<file path="config.mk">
export PLATFORM = sky130hd
export DESIGN_NAME = mrd_pix_fmt
export DESIGN_NICKNAME = d
export VERILOG_FILES = /design/src/rtl/mrd_fmt_pkg.sv /design/src/rtl/mrd_clkdiv.sv /design/src/rtl/mrd_unpack.sv /design/src/rtl/mrd_filt_decim.sv /design/src/rtl/mrd_pix_fmt.sv
export SDC_FILE = /design/constraint.sdc
export NUM_CORES = 1
export LEC_CHECK = 0
export ABC_CLOCK_PERIOD_IN_PS = 4870
export BUFFER_PORTS_ARGS = -buffer_cell sky130_fd_sc_hd__buf_2
export CELL_PAD_IN_SITES_DETAIL_PLACEMENT = 0
export CELL_PAD_IN_SITES_GLOBAL_PLACEMENT = 1
export CORE_UTILIZATION = 40
export CTS_CLUSTER_SIZE = 30
export DETAILED_ROUTE_END_ITERATION = 10
export PLACE_DENSITY = 0.81
export SETUP_SLACK_MARGIN = 0.1
export SYNTH_ARGS = -nofsm -noshare
export SYNTH_HDL_FRONTEND = slang
export SYNTH_SLANG_ARGS = --single-unit
</file>
<file path="constraint.sdc">
create_clock -name clk -period 4.87 [get_ports clk]
set_input_delay 0.2435 -clock clk [delete_from_list [all_inputs] [get_ports clk]]
set_output_delay 0.2435 -clock clk [all_outputs]
set_load 0.02 [all_outputs]
</file>
<file path="src/rtl/mrd_fmt_pkg.sv">
package mrd_fmt_pkg;
    localparam int WORD_W   = 16;
    localparam int PIX_W    = 14;
    localparam int BYTE_W   = WORD_W / 2;
    localparam int DEC_STEP = 16;
    localparam int DEC_MIN  = 16;
    localparam int DEC_MAX  = 112;
    localparam int ACC_W    = $clog2(DEC_MAX + DEC_STEP);
    localparam int DCNT_W   = 5;
    localparam int PAD_W    = 4;

    typedef logic [WORD_W-1:0] word_t;
    typedef logic [PIX_W-1:0]  pix_t;

    // Align a 16-bit word to PIX_W bits; code 7 folds onto code 6.
    function automatic pix_t align_word(word_t w, logic [2:0] code);
        logic [WORD_W+PAD_W-1:0] ext;
        logic [2:0] c;
        c   = (code == 3'd7) ? 3'd6 : code;
        ext = {w, {PAD_W{1'b0}}};
        ext = ext >> (3'd6 - c);
        return ext[PIX_W-1:0];
    endfunction

    // Terminal count of the divider counter (divide ratio minus one).
    function automatic logic [DCNT_W-1:0] div_limit(logic [2:0] code);
        case (code)
            3'd5:    return DCNT_W'(7);
            3'd6:    return DCNT_W'(15);
            3'd7:    return DCNT_W'(31);
            default: return DCNT_W'(code) + DCNT_W'(1);
        endcase
    endfunction
endpackage

</file>
<file path="src/rtl/mrd_clkdiv.sv">
module mrd_clkdiv
    import mrd_fmt_pkg::*;
(
    input  logic       clk,
    input  logic       rst_n,
    input  logic [2:0] div_code,
    output logic       pix_en
);
    typedef struct packed {
        logic [DCNT_W-1:0] cnt;
    } div_st_t;

    div_st_t s_d, s_q;
    logic [DCNT_W-1:0] lim;

    always_comb begin
        s_d    = s_q;
        lim    = div_limit(div_code);
        pix_en = (s_q.cnt >= lim);
        s_d.cnt = pix_en ? '0 : s_q.cnt + DCNT_W'(1);
    end

    always_ff @(posedge clk or negedge rst_n) begin
        if (!rst_n) s_q <= '0;
        else        s_q <= s_d;
    end

    AST_EN_SINGLE_PULSE: assert property (@(posedge clk) disable iff (!rst_n)
        pix_en |=> !pix_en);
endmodule

</file>
<file path="src/rtl/mrd_unpack.sv">
module mrd_unpack
    import mrd_fmt_pkg::*;
(
    input  logic        clk,
    input  logic        rst_n,
    input  logic        pix_en,
    input  logic        cfg_pack8,
    input  logic [2:0]  cfg_shift,
    input  logic        in_valid,
    input  word_t       in_data,
    input  logic        in_sol,
    output logic        in_ready,
    output logic        px_valid,
    output pix_t        px_data,
    output logic        px_sol
);
    typedef struct packed {
        logic              hold;
        logic [BYTE_W-1:0] hbyte;
    } unp_st_t;

    unp_st_t s_d, s_q;
    word_t   raw;
    logic    take;

    always_comb begin
        s_d      = s_q;
        in_ready = pix_en && !s_q.hold;
        take     = in_ready && in_valid;
        if (s_q.hold)
            raw = {s_q.hbyte, {BYTE_W{1'b0}}};
        else if (cfg_pack8)
            raw = {in_data[BYTE_W-1:0], {BYTE_W{1'b0}}};
        else
            raw = in_data;
        px_valid = pix_en && (s_q.hold || in_valid);
        px_sol   = !s_q.hold && in_sol;
        px_data  = align_word(raw, cfg_shift);
        if (pix_en && s_q.hold)
            s_d.hold = 1'b0;
        if (take && cfg_pack8) begin
            s_d.hold  = 1'b1;
            s_d.hbyte = in_data[WORD_W-1:BYTE_W];
        end
    end

    always_ff @(posedge clk or negedge rst_n) begin
        if (!rst_n) s_q <= '0;
        else        s_q <= s_d;
    end

    AST_PAIR_DRAINS: assert property (@(posedge clk) disable iff (!rst_n)
        (s_q.hold && pix_en) |=> !s_q.hold);
    AST_PACK_ARMS: assert property (@(posedge clk) disable iff (!rst_n)
        (in_valid && in_ready && cfg_pack8) |=> s_q.hold);
endmodule

</file>
<file path="src/rtl/mrd_filt_decim.sv">
module mrd_filt_decim
    import mrd_fmt_pkg::*;
(
    input  logic             clk,
    input  logic             rst_n,
    input  logic             pix_en,
    input  logic             cfg_avg_en,
    input  logic             cfg_decim_en,
    input  logic [ACC_W-1:0] cfg_ratio,
    input  logic             px_valid,
    input  pix_t             px_data,
    input  logic             px_sol,
    output logic             out_valid,
    output pix_t             out_data,
    output logic             out_sol
);
    typedef struct packed {
        pix_t             h1;
        pix_t             h2;
        logic [ACC_W-1:0] acc;
        logic             pend;
        logic             ov;
        pix_t             od;
        logic             os;
    } fd_st_t;

    fd_st_t s_d, s_q;
    logic [ACC_W-1:0] ratio, acc0, accn;
    logic [PIX_W+1:0] sum;
    pix_t p1, p2, filt;
    logic emit, pend;

    always_comb begin
        s_d    = s_q;
        s_d.ov = 1'b0;
        s_d.os = 1'b0;
        if (cfg_ratio < ACC_W'(DEC_MIN))      ratio = ACC_W'(DEC_MIN);
        else if (cfg_ratio > ACC_W'(DEC_MAX)) ratio = ACC_W'(DEC_MAX);
        else                                  ratio = cfg_ratio;
        p1   = px_sol ? px_data : s_q.h1;
        p2   = px_sol ? px_data : s_q.h2;
        sum  = {2'b00, p2} + {1'b0, p1, 1'b0} + {2'b00, px_data} + (PIX_W+2)'(2);
        filt = cfg_avg_en ? sum[PIX_W+1:2] : px_data;
        pend = px_sol || s_q.pend;
        acc0 = px_sol ? '0 : s_q.acc;
        accn = acc0 + ACC_W'(DEC_STEP);
        emit = 1'b1;
        if (px_valid) begin
            s_d.h1 = px_data;
            s_d.h2 = p1;
            if (!cfg_decim_en) begin
                s_d.acc = '0;
            end else if (accn >= ratio) begin
                s_d.acc = accn - ratio;
            end else begin
                emit    = 1'b0;
                s_d.acc = accn;
            end
            if (emit) begin
                s_d.ov   = 1'b1;
                s_d.od   = filt;
                s_d.os   = pend;
                s_d.pend = 1'b0;
            end else begin
                s_d.pend = pend;
            end
        end
    end

    always_ff @(posedge clk or negedge rst_n) begin
        if (!rst_n) s_q <= '0;
        else        s_q <= s_d;
    end

    assign out_valid = s_q.ov;
    assign out_data  = s_q.od;
    assign out_sol   = s_q.os;

    AST_OUT_AFTER_EN: assert property (@(posedge clk) disable iff (!rst_n)
        out_valid |-> $past(pix_en));
    AST_SOL_QUALIFIED: assert property (@(posedge clk) disable iff (!rst_n)
        out_sol |-> out_valid);
    AST_ACC_BOUNDED: assert property (@(posedge clk) disable iff (!rst_n)
        s_q.acc < ACC_W'(DEC_MAX));
    AST_NODEC_EMITS: assert property (@(posedge clk) disable iff (!rst_n)
        (px_valid && !cfg_decim_en) |=> out_valid);
endmodule

</file>
<file path="src/rtl/mrd_pix_fmt.sv">
module mrd_pix_fmt
    import mrd_fmt_pkg::*;
(
    input  logic             clk,
    input  logic             rst_n,
    input  logic [2:0]       cfg_shift,
    input  logic             cfg_pack8,
    input  logic             cfg_avg_en,
    input  logic             cfg_decim_en,
    input  logic [ACC_W-1:0] cfg_decim_ratio,
    input  logic [2:0]       cfg_clk_div,
    input  logic             in_valid,
    output logic             in_ready,
    input  logic [WORD_W-1:0] in_data,
    input  logic             in_sol,
    output logic             pix_en,
    output logic             out_valid,
    output logic [PIX_W-1:0] out_data,
    output logic             out_sol
);
    logic px_valid, px_sol;
    pix_t px_data;

    mrd_clkdiv u_div (
        .clk      (clk),
        .rst_n    (rst_n),
        .div_code (cfg_clk_div),
        .pix_en   (pix_en)
    );

    mrd_unpack u_unp (
        .clk       (clk),
        .rst_n     (rst_n),
        .pix_en    (pix_en),
        .cfg_pack8 (cfg_pack8),
        .cfg_shift (cfg_shift),
        .in_valid  (in_valid),
        .in_data   (in_data),
        .in_sol    (in_sol),
        .in_ready  (in_ready),
        .px_valid  (px_valid),
        .px_data   (px_data),
        .px_sol    (px_sol)
    );

    mrd_filt_decim u_fd (
        .clk          (clk),
        .rst_n        (rst_n),
        .pix_en       (pix_en),
        .cfg_avg_en   (cfg_avg_en),
        .cfg_decim_en (cfg_decim_en),
        .cfg_ratio    (cfg_decim_ratio),
        .px_valid     (px_valid),
        .px_data      (px_data),
        .px_sol       (px_sol),
        .out_valid    (out_valid),
        .out_data     (out_data),
        .out_sol      (out_sol)
    );
endmodule

</file>
Word-level counts from Yosys, hierarchy flattened

Cells that the tools add are included.

Multiplexer cells: 21
$add $sub $neg: 8
Equal/unequal tests: 4
Shifts and indexed selects: 1
Reductions and logical operators: 11
$lt $le $gt $ge: 4

Operator list:

| operator                                                   | count |
|---|---|
| two-way mux 16 bit                                         | 4 |
| two-way mux 14 bit                                         | 3 |
| two-way mux 7 bit                                          | 5 |
| right shift 20 x 3 -> 14 bit                               | 1 |
| adder 14 x 15 -> 16 bit                                    | 1 |
| adder 16 x 14 -> 16 bit                                    | 1 |
| adder 16 x 2 -> 16 bit, second input constant              | 1 |
| one-hot mux 5 bit (3 select lines)                         | 1 |
| == test 3 bit, second input constant                       | 4 |
| two-way mux 9 bit                                          | 1 |
| adder 7 x 5 -> 7 bit, second input constant                | 1 |
| >= comparator 7 bit                                        | 1 |
| greater-than comparator 7 bit, second input constant       | 1 |
| less-than comparator 7 x 5 -> 1 bit, second input constant | 1 |
| subtractor 7 bit                                           | 1 |
| logical AND 1 bit                                          | 6 |
| adder 5 x 1 -> 5 bit, second input constant                | 1 |
| >= comparator 5 bit                                        | 1 |
| two-way mux 1 bit                                          | 5 |
| two-way mux 5 bit                                          | 1 |
| adder 3 x 1 -> 4 bit, second input constant                | 1 |
| two-way mux 3 bit                                          | 1 |
| subtractor 3 bit, first input constant                     | 1 |
| logical OR 1 bit                                           | 2 |
| other kinds (3)                                            | 3 |

Register bits after elaboration: 66
Word-level logic and storage cells: 59

Depth between registers and ports, before layout

Gate-level depths: netlist (run 1).

Depth after elaboration: 11
Depth in mapped cells: 24
Mapped depth without buffers: 20

Hierarchy

From an unflattened synthesis (run 1), not the netlist that was laid out.

Cell total of the unflattened synthesis: 644
Area, all modules: 5,506.5 um^2

By module, submodules not included:

| module         | times used | cells an instance | seq. area each (um^2) | area each (um^2) |
|---|---|---|---|---|
| mrd_filt_decim | 1          | 432               | 1,301.2               | 3,739.8 |
| mrd_unpack     | 1          | 171               | 225.2                 | 1,356.3 |
| mrd_clkdiv     | 1          | 41                | 125.1                 | 410.4 |

Worst setup path after synthesis (run 1)

OpenSTA, ideal clock, no wires.

Path kind: input to register
From: in cfg_shift[2]
To: reg u_fd.s_q, in the netlist u_fd.out_data[10]
Cell stages on the path: 23
Data arrival time: 4.828 ns
Setup slack: -0.080 ns
Path through: buf_4 -> a21boi_2 -> buf_6 -> buf_6 -> ha_1 -> clkbuf_1 -> inv_1 -> mux4_2 -> nand2_1 -> nor2_1 -> a31oi_1 -> nand2_1 -> o21ai_0 -> fa_1 -> inv_1 -> ha_1 -> a211o_1 -> or2_2 -> o311ai_4 -> nor3_2 -> or4_1 -> nand3_1 -> a21oi_1

Longest elaborated chain between the ends: 9
Elaborated cells on any way between the ends: 10
Those cells by class: add/sub (4); eq/ne (1); shift (1); mux (4)

RTL lines:

| what                                         | line                                       | source |
|---|---|---|
| start: declaration                           | mrd_pix_fmt.sv:6                           | `input logic [2:0] cfg_shift,` |
| == test 3 bit                                | mrd_fmt_pkg.sv:19                          | `c = (code == 3'd7) ? 3'd6 : code;` |
| two-way mux 3 bit *                          | mrd_fmt_pkg.sv:19                          |  |
| subtractor 3 bit *                           | mrd_fmt_pkg.sv:21                          | `ext = ext >> (3'd6 - c);` |
| right shift 20 x 3 -> 14 bit *               | mrd_fmt_pkg.sv:21                          |  |
| two-way mux 14 bit, on equally long branches | mrd_filt_decim.sv:41, mrd_filt_decim.sv:40 |  |
| adder 14 x 15 -> 16 bit                      | mrd_filt_decim.sv:42                       | `sum = {2'b00, p2} + {1'b0, p1, 1'b0} + {2'b00, px_data} + (PIX_W+2)'(2);` |
| adder 16 x 14 -> 16 bit                      | mrd_filt_decim.sv:42                       |  |
| adder 16 x 2 -> 16 bit                       | mrd_filt_decim.sv:42                       |  |
| two-way mux 14 bit *                         | mrd_filt_decim.sv:43                       | `filt = cfg_avg_en ? sum[PIX_W+1:2] : px_data;` |
| end signal: assignment                       | mrd_filt_decim.sv:71                       | `if (!rst_n) s_q <= '0;` |
| end signal: assignment                       | mrd_filt_decim.sv:72                       | `else s_q <= s_d;` |
| end: declaration                             | mrd_filt_decim.sv:27                       | `fd_st_t s_d, s_q;` |

Mark *: on every way between the ends. The rest lies on a longest branch, timed or not.
A chain may end at the register's enable or synchronous reset.

Worst setup path after layout (run 1)

From: in cfg_shift[0]
To: reg u_fd.s_q, in the netlist u_fd.out_data[9]

The elaborated chain is that of the path after synthesis.

==> results of run 1 <==
[worst max-delay path, cell delays in order]
cell and delay, ns:
buf_2 0.12, a21boi_2 0.16, ha_1 0.33, or3_4 0.38
nor4_2 0.37, or2_2 0.23, nor2_1 0.06, nand2_1 0.09
o21ai_0 0.16, fa_1 0.56, inv_1 0.04, ha_1 0.22
a211o_1 0.31, or2_2 0.32, o311ai_4 0.31, o21ai_2 0.15
a211o_1 0.31, a31oi_1 0.17, a21oi_1 0.08
[layout by cell type (no fill, tap or decap), types with 4 or more instances in the layout]
cell type,n
nand2_1,65
nand2b_1,8
o22ai_1,5
inv_1,49
nor3_1,4
dfrtp_1,66
o21ai_0,35
a21oi_1,45
buf_2,53
a21o_1,8
and2_1,6
xor2_1,7
fa_1,13
or2_2,4
nand3_1,13
a211oi_1,4
o21ai_1,19
nor2_1,59
xnor2_1,11
o21ai_2,5
o21bai_1,4
nor2b_1,4
mux4_2,5
a211o_1,4
clkbuf_16,9
o21a_1,5
a31oi_1,6
ha_1,33
mux2i_1,26
buf_4,15
mux2_2,20
[sequential cells by signal (all words and copies together) (netlist names)]
| name | count |
|---|---|
| u_fd.s_q | 36 |
| u_unp.s_q | 9 |
| u_fd.out_data | 14 |
| u_fd.out_valid | 1 |
| u_fd.out_sol | 1 |
| u_div.s_q | 5 |
[cells by family after synthesis]
family                     Yosys count  share of synthesized area [%]
and+or+nand+nor                    185                           15.8
xor gates and xnor gates            18                           2.91
buffers and inverters               94                           8.09
muxes                               56                           12.2
DFF                                 66                           30.4
AOI/OAI and AO/OA                  160                           18.2
adders and majority gates           46                           12.4
[cell type report]
class,count,area [µm²]
clock buffer,11,243
clock inverter,5,77.6
fill,1299,7130
inverter,50,188
multi-input combinational,465,3360
sequential,66,1650
tap,176,220
timing repair buffer,68,378
[path summary, 6_finish.rpt]
| path | endpoint | startpoint | slack [ns] |
|---|---|---|---|
| worst max-delay path | u_fd.out_data[9]$_DFFE_PN0P_ | cfg_shift[0] | 0.43 |
| worst min-delay path | u_fd.out_data[1]$_DFFE_PN0P_ | rst_n | 0.09 |
| worst max register to register | u_fd.out_data[9]$_DFFE_PN0P_ | u_unp.s_q[8]$_DFFE_PN0P_ | 0.47 |
| worst min register to register | u_fd.s_q[36]$_DFFE_PN0P_ | u_fd.s_q[36]$_DFFE_PN0P_ | 0.48 |
| max in group asynchronous | u_unp.s_q[2]$_DFFE_PN0P_ | rst_n | 4.19 |
| min in group clk | u_unp.s_q[6]$_DFFE_PN0P_ | in_data[14] | 0.15 |
[metal layers]
metal	wire length (µm)	global-route usage (%)	share of wire (%)	vias to the layer above
met5	0	0	0	-
li1	-	-	-	2222
met4	111	3.96	0.92	0
met1	6090	27.4	51	2064
met2	5120	27.1	43	114
met3	705	5.31	5.9	11
[where the power goes]
| part | total, mW | switching [mW] | leakage [nW] | internal [mW] |
|---|---|---|---|---|
| combinational | 2.70 | 1.56 | 1.92 | 1.13 |
| sequential | 0.946 | 0.136 | 0.807 | 0.810 |
| clock | 0.700 | 0.240 | 0.156 | 0.460 |
| total | 4.34 | 1.94 | 2.88 | 2.40 |
[stage by stage]
step | cells | setup WS (ns) | area [µm²] | utilization (%)
5_1_grt | 841 | 0.160 | 6110 | 46.2
2_1_floorplan | 625 | 0.110 | 5430 | -
4_1_cts | 841 | 0.304 | 6110 | 46.1
6_report | 841 | 0.433 | 6110 | 46.2
3_3_place_gp | 825 | 0.0804 | 5790 | 43.7
3_5_place_dp | 825 | -0.0230 | 5790 | 43.7
==> flow_summary.json, run 1 <==
{
  "initial_core_util_pct": 41.0,
  "hold_buffers": 0,
  "seq_area_frac_synth_pct": 30.4,
  "die_area_um2": 14000,
  "postCtsSetupRepairBufs": 0,
  "slew_headroom_pct": 20.4,
  "post-route-drc-count": 0,
  "nets": 742,
  "grt_pass1_wl_mm": 20.9,
  "critPathMaxFanout": 5,
  "die_h_um": 118,
  "period_needed_ns": 4.44,
  "finalSetupViolCount": 0,
  "syn_nets": 707,
  "rsz0062_at_grt": "no",
  "synthTopCellsByCount": "dfrtp_1 (66), nand2_1 (65), nor2_1 (59)",
  "place.port_buffers": 53,
  "totalWireLength_mm": 12.0,
  "syn_area_per_cell_um2": 8.68,
  "fp.dieW_um": 118,
  "clk_latency_ns": 0.34,
  "ys_types": 66,
  "antenna_found_initial": 0,
  "dpl.hpwl_mm": 9.15,
  "clock-sinks": 66,
  "grt_pass1_vias": 4270,
  "row_count": 42,
  "setup_tns_ns": 0,
  "hold_path.class": "in2async",
  "boundaryPins": 54,
  "synth_top_cells_by_area": "dfrtp_1 (30%), ha_1 (7.6%), fa_1 (4.8%), mux2i_1 (4.8%), nand2_1 (4.5%)",
  "yosysMostFrequentCell": "dfrtp_1",
  "yosysWarnings": 0,
  "worstSetupPathType": "in2reg",
  "drtIter0Drc": 267,
  "place_congestion": 0.891,
  "ant_nets": 0,
  "tightest_slew_ns": 1.19,
  "power_density_nw_per_um2": 710,
  "synthCells": 625,
  "grt-ovfl-total": 0,
  "synth_top_area_share_pct": 30.4,
  "grt_max_degree": 67,
  "vias": 4411,
  "cts.clk_slew.worst_paths_ns": 0.06,
  "synth_ff_type": "dfrtp_1",
  "total_power_mw": 4.34,
  "tritoncts.num_buffers": 9,
  "drive_above_1_share_pct": 20.0,
  "ys_async_sr_fraction_pct": 100,
  "netlist_area_um2": 5430,
  "end_kind": "flip-flop",
  "cp-start-kind": "input port",
  "core_area_um2": 13200,
  "ys_seq_elements": 66,
  "min_period_over_period_pct": 91.1,
  "yosys.area.top_type": "dfrtp_1",
  "root_buffer": "clkbuf_16",
  "hold_viol": 0,
  "clock_skew_ns": 0.00534,
  "area_growth_pct": 12.7,
  "cts_resized": 0,
  "vias_per_cell": 5.24,
  "drv_slew": 0,
  "synth_edf_count": 0,
  "cts_tree": "yes",
  "clockBufferDepth": 2,
  "irDropWorstVdd_uv": 286,
  "holdWs_ns": 0.0943,
  "cellLeakagePower_nw": 2.88,
  "drv_cap": 0,
  "grtUsageTotal_pct": 18.7,
  "firstDrtPassIters": 4,
  "status": "finished, final reports clean",
  "cts_max_level": 3,
  "arrival_ns": 4.63,
  "wl_per_cell_um": 14.3,
  "antenna_cells": 0,
  "r2r_cells": 16,
  "fmaxAchievable_mhz": 225,
  "crit_required_ns": 5.06
}
Power figures use the tool's default switching activity.
==> run 2: changes to the inputs <==
BUFFER_PORTS_ARGS = default   (was -buffer_cell sky130_fd_sc_hd__buf_2)
CORE_ASPECT_RATIO = 1.5   (was default)
DONT_BUFFER_PORTS = 1   (was default)
PLACE_DENSITY = 0.77   (was 0.81)
==> run 2 against run 1 <==
Hold slack worse by 0.044 ns. First-iteration DRC count is 33% lower. Fmax is 0.56% lower. Clock-buffer cell count stayed put. Die area hardly changed. Global-route usage is 0.96 points lower. Setup slack worse by 0.025 ns. Non-clock buffer count is 51 lower. Critical path type is now reg2reg. Critical endpoint unchanged.
==> flow_summary.json, run 2 (same netlist as run 1, synthesis figures left out) <==
{
  "status": "finished, final reports clean",
  "grt_max_degree": 67,
  "clk_latency_ns": 0.33,
  "hold_path.class": "in2reg",
  "layout_common_cells": "dfrtp_1 (66), nand2_1 (65), nor2_1 (59), inv_1 (49), a21oi_1 (45)",
  "worstSetupPathType": "reg2reg",
  "totalWireLength_mm": 11.7,
  "min_period_over_period_pct": 91.6,
  "cts_max_level": 3,
  "core_area_um2": 13100,
  "period_needed_ns": 4.46,
  "vias": 4210,
  "grt_pass1_vias": 4354,
  "fmaxAchievable_mhz": 224,
  "grt-ovfl-total": 0,
  "met2_usage_pct": 31.5,
  "finalSetupViolCount": 0,
  "critPathMaxFanout": 5,
  "top_usage_layer": "met2",
  "area_growth_pct": 8.05,
  "grtUsageMet1_pct": 20.4,
  "post-route-drc-count": 0,
  "irDropWorstVdd_uv": 241,
  "die_area_um2": 14000,
  "firstDrtPassIters": 5,
  "rsz0062_at_grt": "no",
  "ant_nets": 0,
  "antenna_cells": 0,
  "crit_required_ns": 5.08,
  "r2r_end": "u_fd.out_data[9]$_DFFE_PN0P_",
  "cts.clk_slew.worst_paths_ns": 0.05,
  "place.port_buffers": 0,
  "boundaryPins": 54,
  "root_buffer": "clkbuf_16",
  "place_area_um2": 5500,
  "nets": 691,
  "grt_pass1_wl_mm": 19.9,
  "drv_cap": 0,
  "use_met3_pct": 3.48,
  "drv_slew": 0,
  "cts_tree": "yes",
  "fp.dieW_um": 97.1,
  "vias_per_cell": 5.45,
  "cellLeakagePower_nw": 2.69,
  "r2r_setup_slack_ns": 0.41,
  "final_common_cell": "dfrtp_1",
  "cp-start-kind": "flip-flop",
  "power_density_nw_per_um2": 728,
  "finalInstanceArea_um2": 5860,
  "clock-sinks": 66,
  "nFillCells": 1284,
  "arrival_ns": 4.67,
  "slew_headroom_pct": 58.8,
  "drtIter0Drc": 180,
  "top_register": "u_fd.s_q",
  "setup_tns_ns": 0,
  "hold_viol": 0,
  "worstSetupEndpoint": "u_fd.out_data[9]$_DFFE_PN0P_",
  "drive_above_1_share_pct": 13.0,
  "r2r_cells": 16,
  "wl_per_cell_um": 15.1,
  "tritoncts.num_buffers": 9,
  "die_h_um": 145,
  "initial_core_util_pct": 41.5,
  "row_count": 51,
  "startpoint": "u_unp.s_q[8]$_DFFE_PN0P_",
  "tightest_slew_ns": 0.615,
  "grtUsageTotal_pct": 17.7,
  "clock_skew_ns": 0.00500,
  "place_congestion": 0.846,
  "largest_reg_flops": 36,
  "seq_area_um2": 1650,
  "dpl.hpwl_mm": 9.17,
  "antenna_found_initial": 0,
  "r2r-start": "u_unp.s_q[8]$_DFFE_PN0P_",
  "clockBufferDepth": 2,
  "end_kind": "flip-flop",
  "postCtsSetupRepairBufs": 0,
  "multiInputGateArea_um2": 3350
}
## run 2: stage by stage
step / power (mW) / worst slack [ns] / hold WS [ns] / util [%] / cells
after floorplan: 3.13 / 0.110 / -0.0521 / - / 625
after global placement: 3.47 / 0.247 / -0.0501 / 42.0 / 755
after detailed placement: 3.55 / 0.137 / -0.0501 / 42.0 / 755
after CTS: 4.30 / 0.341 / 0.0410 / 44.8 / 773
after global routing: 4.68 / 0.124 / 0.0484 / 44.8 / 773
final: 4.26 / 0.408 / 0.0505 / 44.8 / 773
## run 2: worst min path at each step
stage	start	endpoint	slack (ns)	cells past startpoint
6_report	cfg_avg_en	u_fd.out_data[10]$_DFFE_PN0P_	0.05	2
5_1_grt	in_data[8]	u_unp.s_q[0]$_DFFE_PN0P_	0.05	1
4_1_cts	cfg_avg_en	u_fd.out_data[10]$_DFFE_PN0P_	0.04	2
3_5_place_dp	rst_n	u_fd.out_valid$_DFF_PN0_	-0.05	0
3_3_place_gp	rst_n	u_fd.out_data[0]$_DFFE_PN0P_	-0.05	0
2_1_floorplan	rst_n	u_div.s_q[0]$_DFF_PN0_	-0.05	0
## run 2: critical path, cell delays in order (launching register included)
cell      delay, ns
dfrtp_1        0.43
or3_4          0.42
a211oi_1       0.36
or2_2          0.23
nor2_1         0.06
nand2_1        0.10
o21ai_0        0.16
fa_1           0.56
inv_1          0.05
ha_1           0.23
a211o_1        0.32
or2_2          0.32
o311ai_4       0.34
o21ai_2        0.16
a211o_1        0.32
a31oi_1        0.18
a21oi_1        0.08
## run 2: area by class of cell
class | count | share of cell area, %
Clock inverter | 5 | 1.32
Tap cell | 159 | 3.39
Multi-Input combinational cell | 465 | 57.2
Timing Repair Buffer | 17 | 2.56
Clock buffer | 11 | 4.14
Inverter | 50 | 3.20
Sequential cell | 66 | 28.2
## run 2: power breakdown
part | internal (mW) | total [mW] | switching [mW]
sequential | 0.810 | 1.03 | 0.223
clock | 0.460 | 0.699 | 0.239
combinational | 1.09 | 2.53 | 1.44
total | 2.36 | 4.26 | 1.91
## run 2: routing by layer
layer | vias up | share of wire (%)
met3 | 20 | 3.9
met1 | 1976 | 44
met2 | 86 | 49
met5 | - | 0
li1 | 2128 | -
met4 | 0 | 2.6
## run 2: what timing repair did
action | 4_1_cts | 5_1_grt
resized for setup | 0 | 1
hold buffers | 2 | 0
endpoints found under the setup margin | 0 | 5
endpoints found under the hold margin | 66 | 0
==> run 3: changes to the inputs <==
CELL_PAD_IN_SITES_DETAIL_PLACEMENT = default   (was 0)
CELL_PAD_IN_SITES_GLOBAL_PLACEMENT = default   (was 1)
PLACE_DENSITY = 0.63   (was 0.77)
==> run 3 against run 2 <==
Largest cell class unchanged. Fmax down 0.10%. Critical path type unchanged. Critical endpoint unchanged. Register-to-register slack about the same. Design area is 1.2% higher.
==> flow_summary.json, run 3 (same netlist as run 1, synthesis figures left out) <==
{
  "dpl.hpwl_mm": 9.05,
  "boundaryPins": 54,
  "top_register": "u_fd.s_q",
  "grt_pass1_wl_mm": 20.0,
  "clock-sinks": 66,
  "area_growth_pct": 9.29,
  "vias": 4208,
  "slew_headroom_pct": 58.3,
  "worstSetupPathType": "reg2reg",
  "rsz0062_at_grt": "no",
  "nFillCells": 1261,
  "finalSetupViolCount": 0,
  "clk_latency_ns": 0.33,
  "ant_nets": 0,
  "firstDrtPassIters": 4,
  "end_kind": "flip-flop",
  "die_h_um": 145,
  "final_common_cell": "dfrtp_1",
  "grtUsageTotal_pct": 17.4,
  "comb_power_share_pct": 57.5,
  "switching_share_pct": 43.2,
  "max_stage_delay_ns": 0.56,
  "die_area_um2": 14000,
  "setup_tns_ns": 0,
  "cts_tree": "yes",
  "drive_above_1_share_pct": 13.2,
  "dr_wl_met3_um": 568,
  "core_area_um2": 13100,
  "grt_max_degree": 67,
  "layout_common_cells": "dfrtp_1 (66), nand2_1 (65), nor2_1 (59), inv_1 (49), a21oi_1 (45)",
  "cp_slowest_cell": "fa_1",
  "total_power_mw": 4.39,
  "arrival_ns": 4.67,
  "wl_met2_mm": 5.66,
  "drv_cap": 0,
  "wl_per_cell_um": 15.0,
  "fmaxAchievable_mhz": 224,
  "period_needed_ns": 4.47,
  "totalWireLength_mm": 11.6,
  "seq_power_share_pct": 23.6,
  "cts_resized": 0,
  "grt-ovfl-total": 0,
  "cp_cell_sequence": "or3_4 -> nor4_1 -> or2_2 -> nor2_1 -> nand2_1 -> o21ai_0 -> fa_1 -> inv_1 -> ha_1 -> a211o_1 -> or2_2 -> o311ai_4 -> o21ai_2 -> a211o_1 -> a31oi_1 -> a21oi_1",
  "cts_max_level": 3,
  "root_buffer": "clkbuf_16",
  "crit_required_ns": 5.08,
  "initial_core_util_pct": 41.5,
  "min_period_over_period_pct": 91.7,
  "drv_slew": 0,
  "tightest_slew_ns": 0.622,
  "cp-start-kind": "flip-flop",
  "row_count": 51,
  "nets": 692,
  "fp.dieW_um": 97.1,
  "drtIter0Drc": 131,
  "clockBufferDepth": 2,
  "irDropWorstVdd_uv": 251,
  "critPathMaxFanout": 5,
  "antenna_found_initial": 0,
  "power_density_nw_per_um2": 740,
  "holdWs_ns": 0.0554,
  "largest_reg_flops": 36,
  "path_buf_inv": 1,
  "status": "finished, final reports clean",
  "clock_skew_ns": 0.00436,
  "wl_met1_mm": 5.07,
  "hold_viol": 0,
  "antenna_cells": 0,
  "grt_pass1_vias": 4268,
  "p_sw_mw": 1.90,
  "cp_top_family": "compound AO/OA/AOI/OAI gates",
  "post-route-drc-count": 0,
  "power_frac_clock_pct": 18.8,
  "hold_path.class": "in2reg",
  "place.port_buffers": 0,
  "place_congestion": 0.843,
  "p_int_mw": 2.49,
  "cellLeakagePower_nw": 2.73,
  "highest_layer": "met4",
  "vias_per_cell": 5.44,
  "tritoncts.num_buffers": 9,
  "cts.clk_slew.worst_paths_ns": 0.05
}
run 3: metrics by stage:
step           util, %  std cells  worst slack, ns  area [µm²]
3_3_place_gp      42.1        756            0.298        5510
3_5_place_dp      42.1        756            0.212        5510
5_1_grt           45.3        774            0.122        5930
2_1_floorplan        -        625            0.110        5430
4_1_cts           45.3        774            0.430        5930
6_report          45.3        774            0.403        5930
run 3: area by class of cell:
cell class | instances | area [µm²] | area share [%]
clock buffers | 12 | 267 | 4.49
clock inverters | 4 | 120 | 2.03
inverters | 50 | 188 | 3.17
multi-input cells | 465 | 3350 | 56.4
flip-flops and latches | 66 | 1650 | 27.9
well taps | 159 | 199 | 3.36
repair buffers | 18 | 158 | 2.66
run 3: power groups by stage:
stage | clock (mW) | combinational [mW] | sequential (mW)
2_1_floorplan | 0 | 2.21 | 0.920
3_3_place_gp | 0 | 2.43 | 1.04
3_5_place_dp | 0 | 2.50 | 1.05
4_1_cts | 0.843 | 2.54 | 1.04
5_1_grt | 0.868 | 2.88 | 1.07
6_report | 0.827 | 2.52 | 1.04
run 3: metal layers:
layer  up-vias  global-route usage [%]
li1       2122                       -
met1      1985                    20.3
met2        80                    30.6
met3        21                    4.20
met4         0                    7.07
met5         -                       0
run 3: what timing repair did:
action                                 in CTS  in global routing
endpoints found under the hold margin      66                  0
setup buffers                               0                  0
hold buffers                                2                  0
run 3: path summary, 6_finish.rpt:
| check | end | depth (start not counted) | slack [ns] | startpoint |
|---|---|---|---|---|
| max | u_fd.out_data[9]$_DFFE_PN0P_ | 16 | 0.40 | u_unp.s_q[8]$_DFFE_PN0P_ |
| min | u_fd.out_data[10]$_DFFE_PN0P_ | 2 | 0.06 | cfg_avg_en |
| max reg2reg | u_fd.out_data[9]$_DFFE_PN0P_ | 16 | 0.40 | u_unp.s_q[8]$_DFFE_PN0P_ |
| min reg2reg | u_fd.s_q[22]$_DFFE_PN0P_ | 2 | 0.47 | u_fd.s_q[22]$_DFFE_PN0P_ |
| max in group asynchronous | u_fd.s_q[23]$_DFFE_PN0P_ | 2 | 4.14 | rst_n |
| min in group asynchronous | u_unp.s_q[0]$_DFFE_PN0P_ | 2 | 0.46 | rst_n |
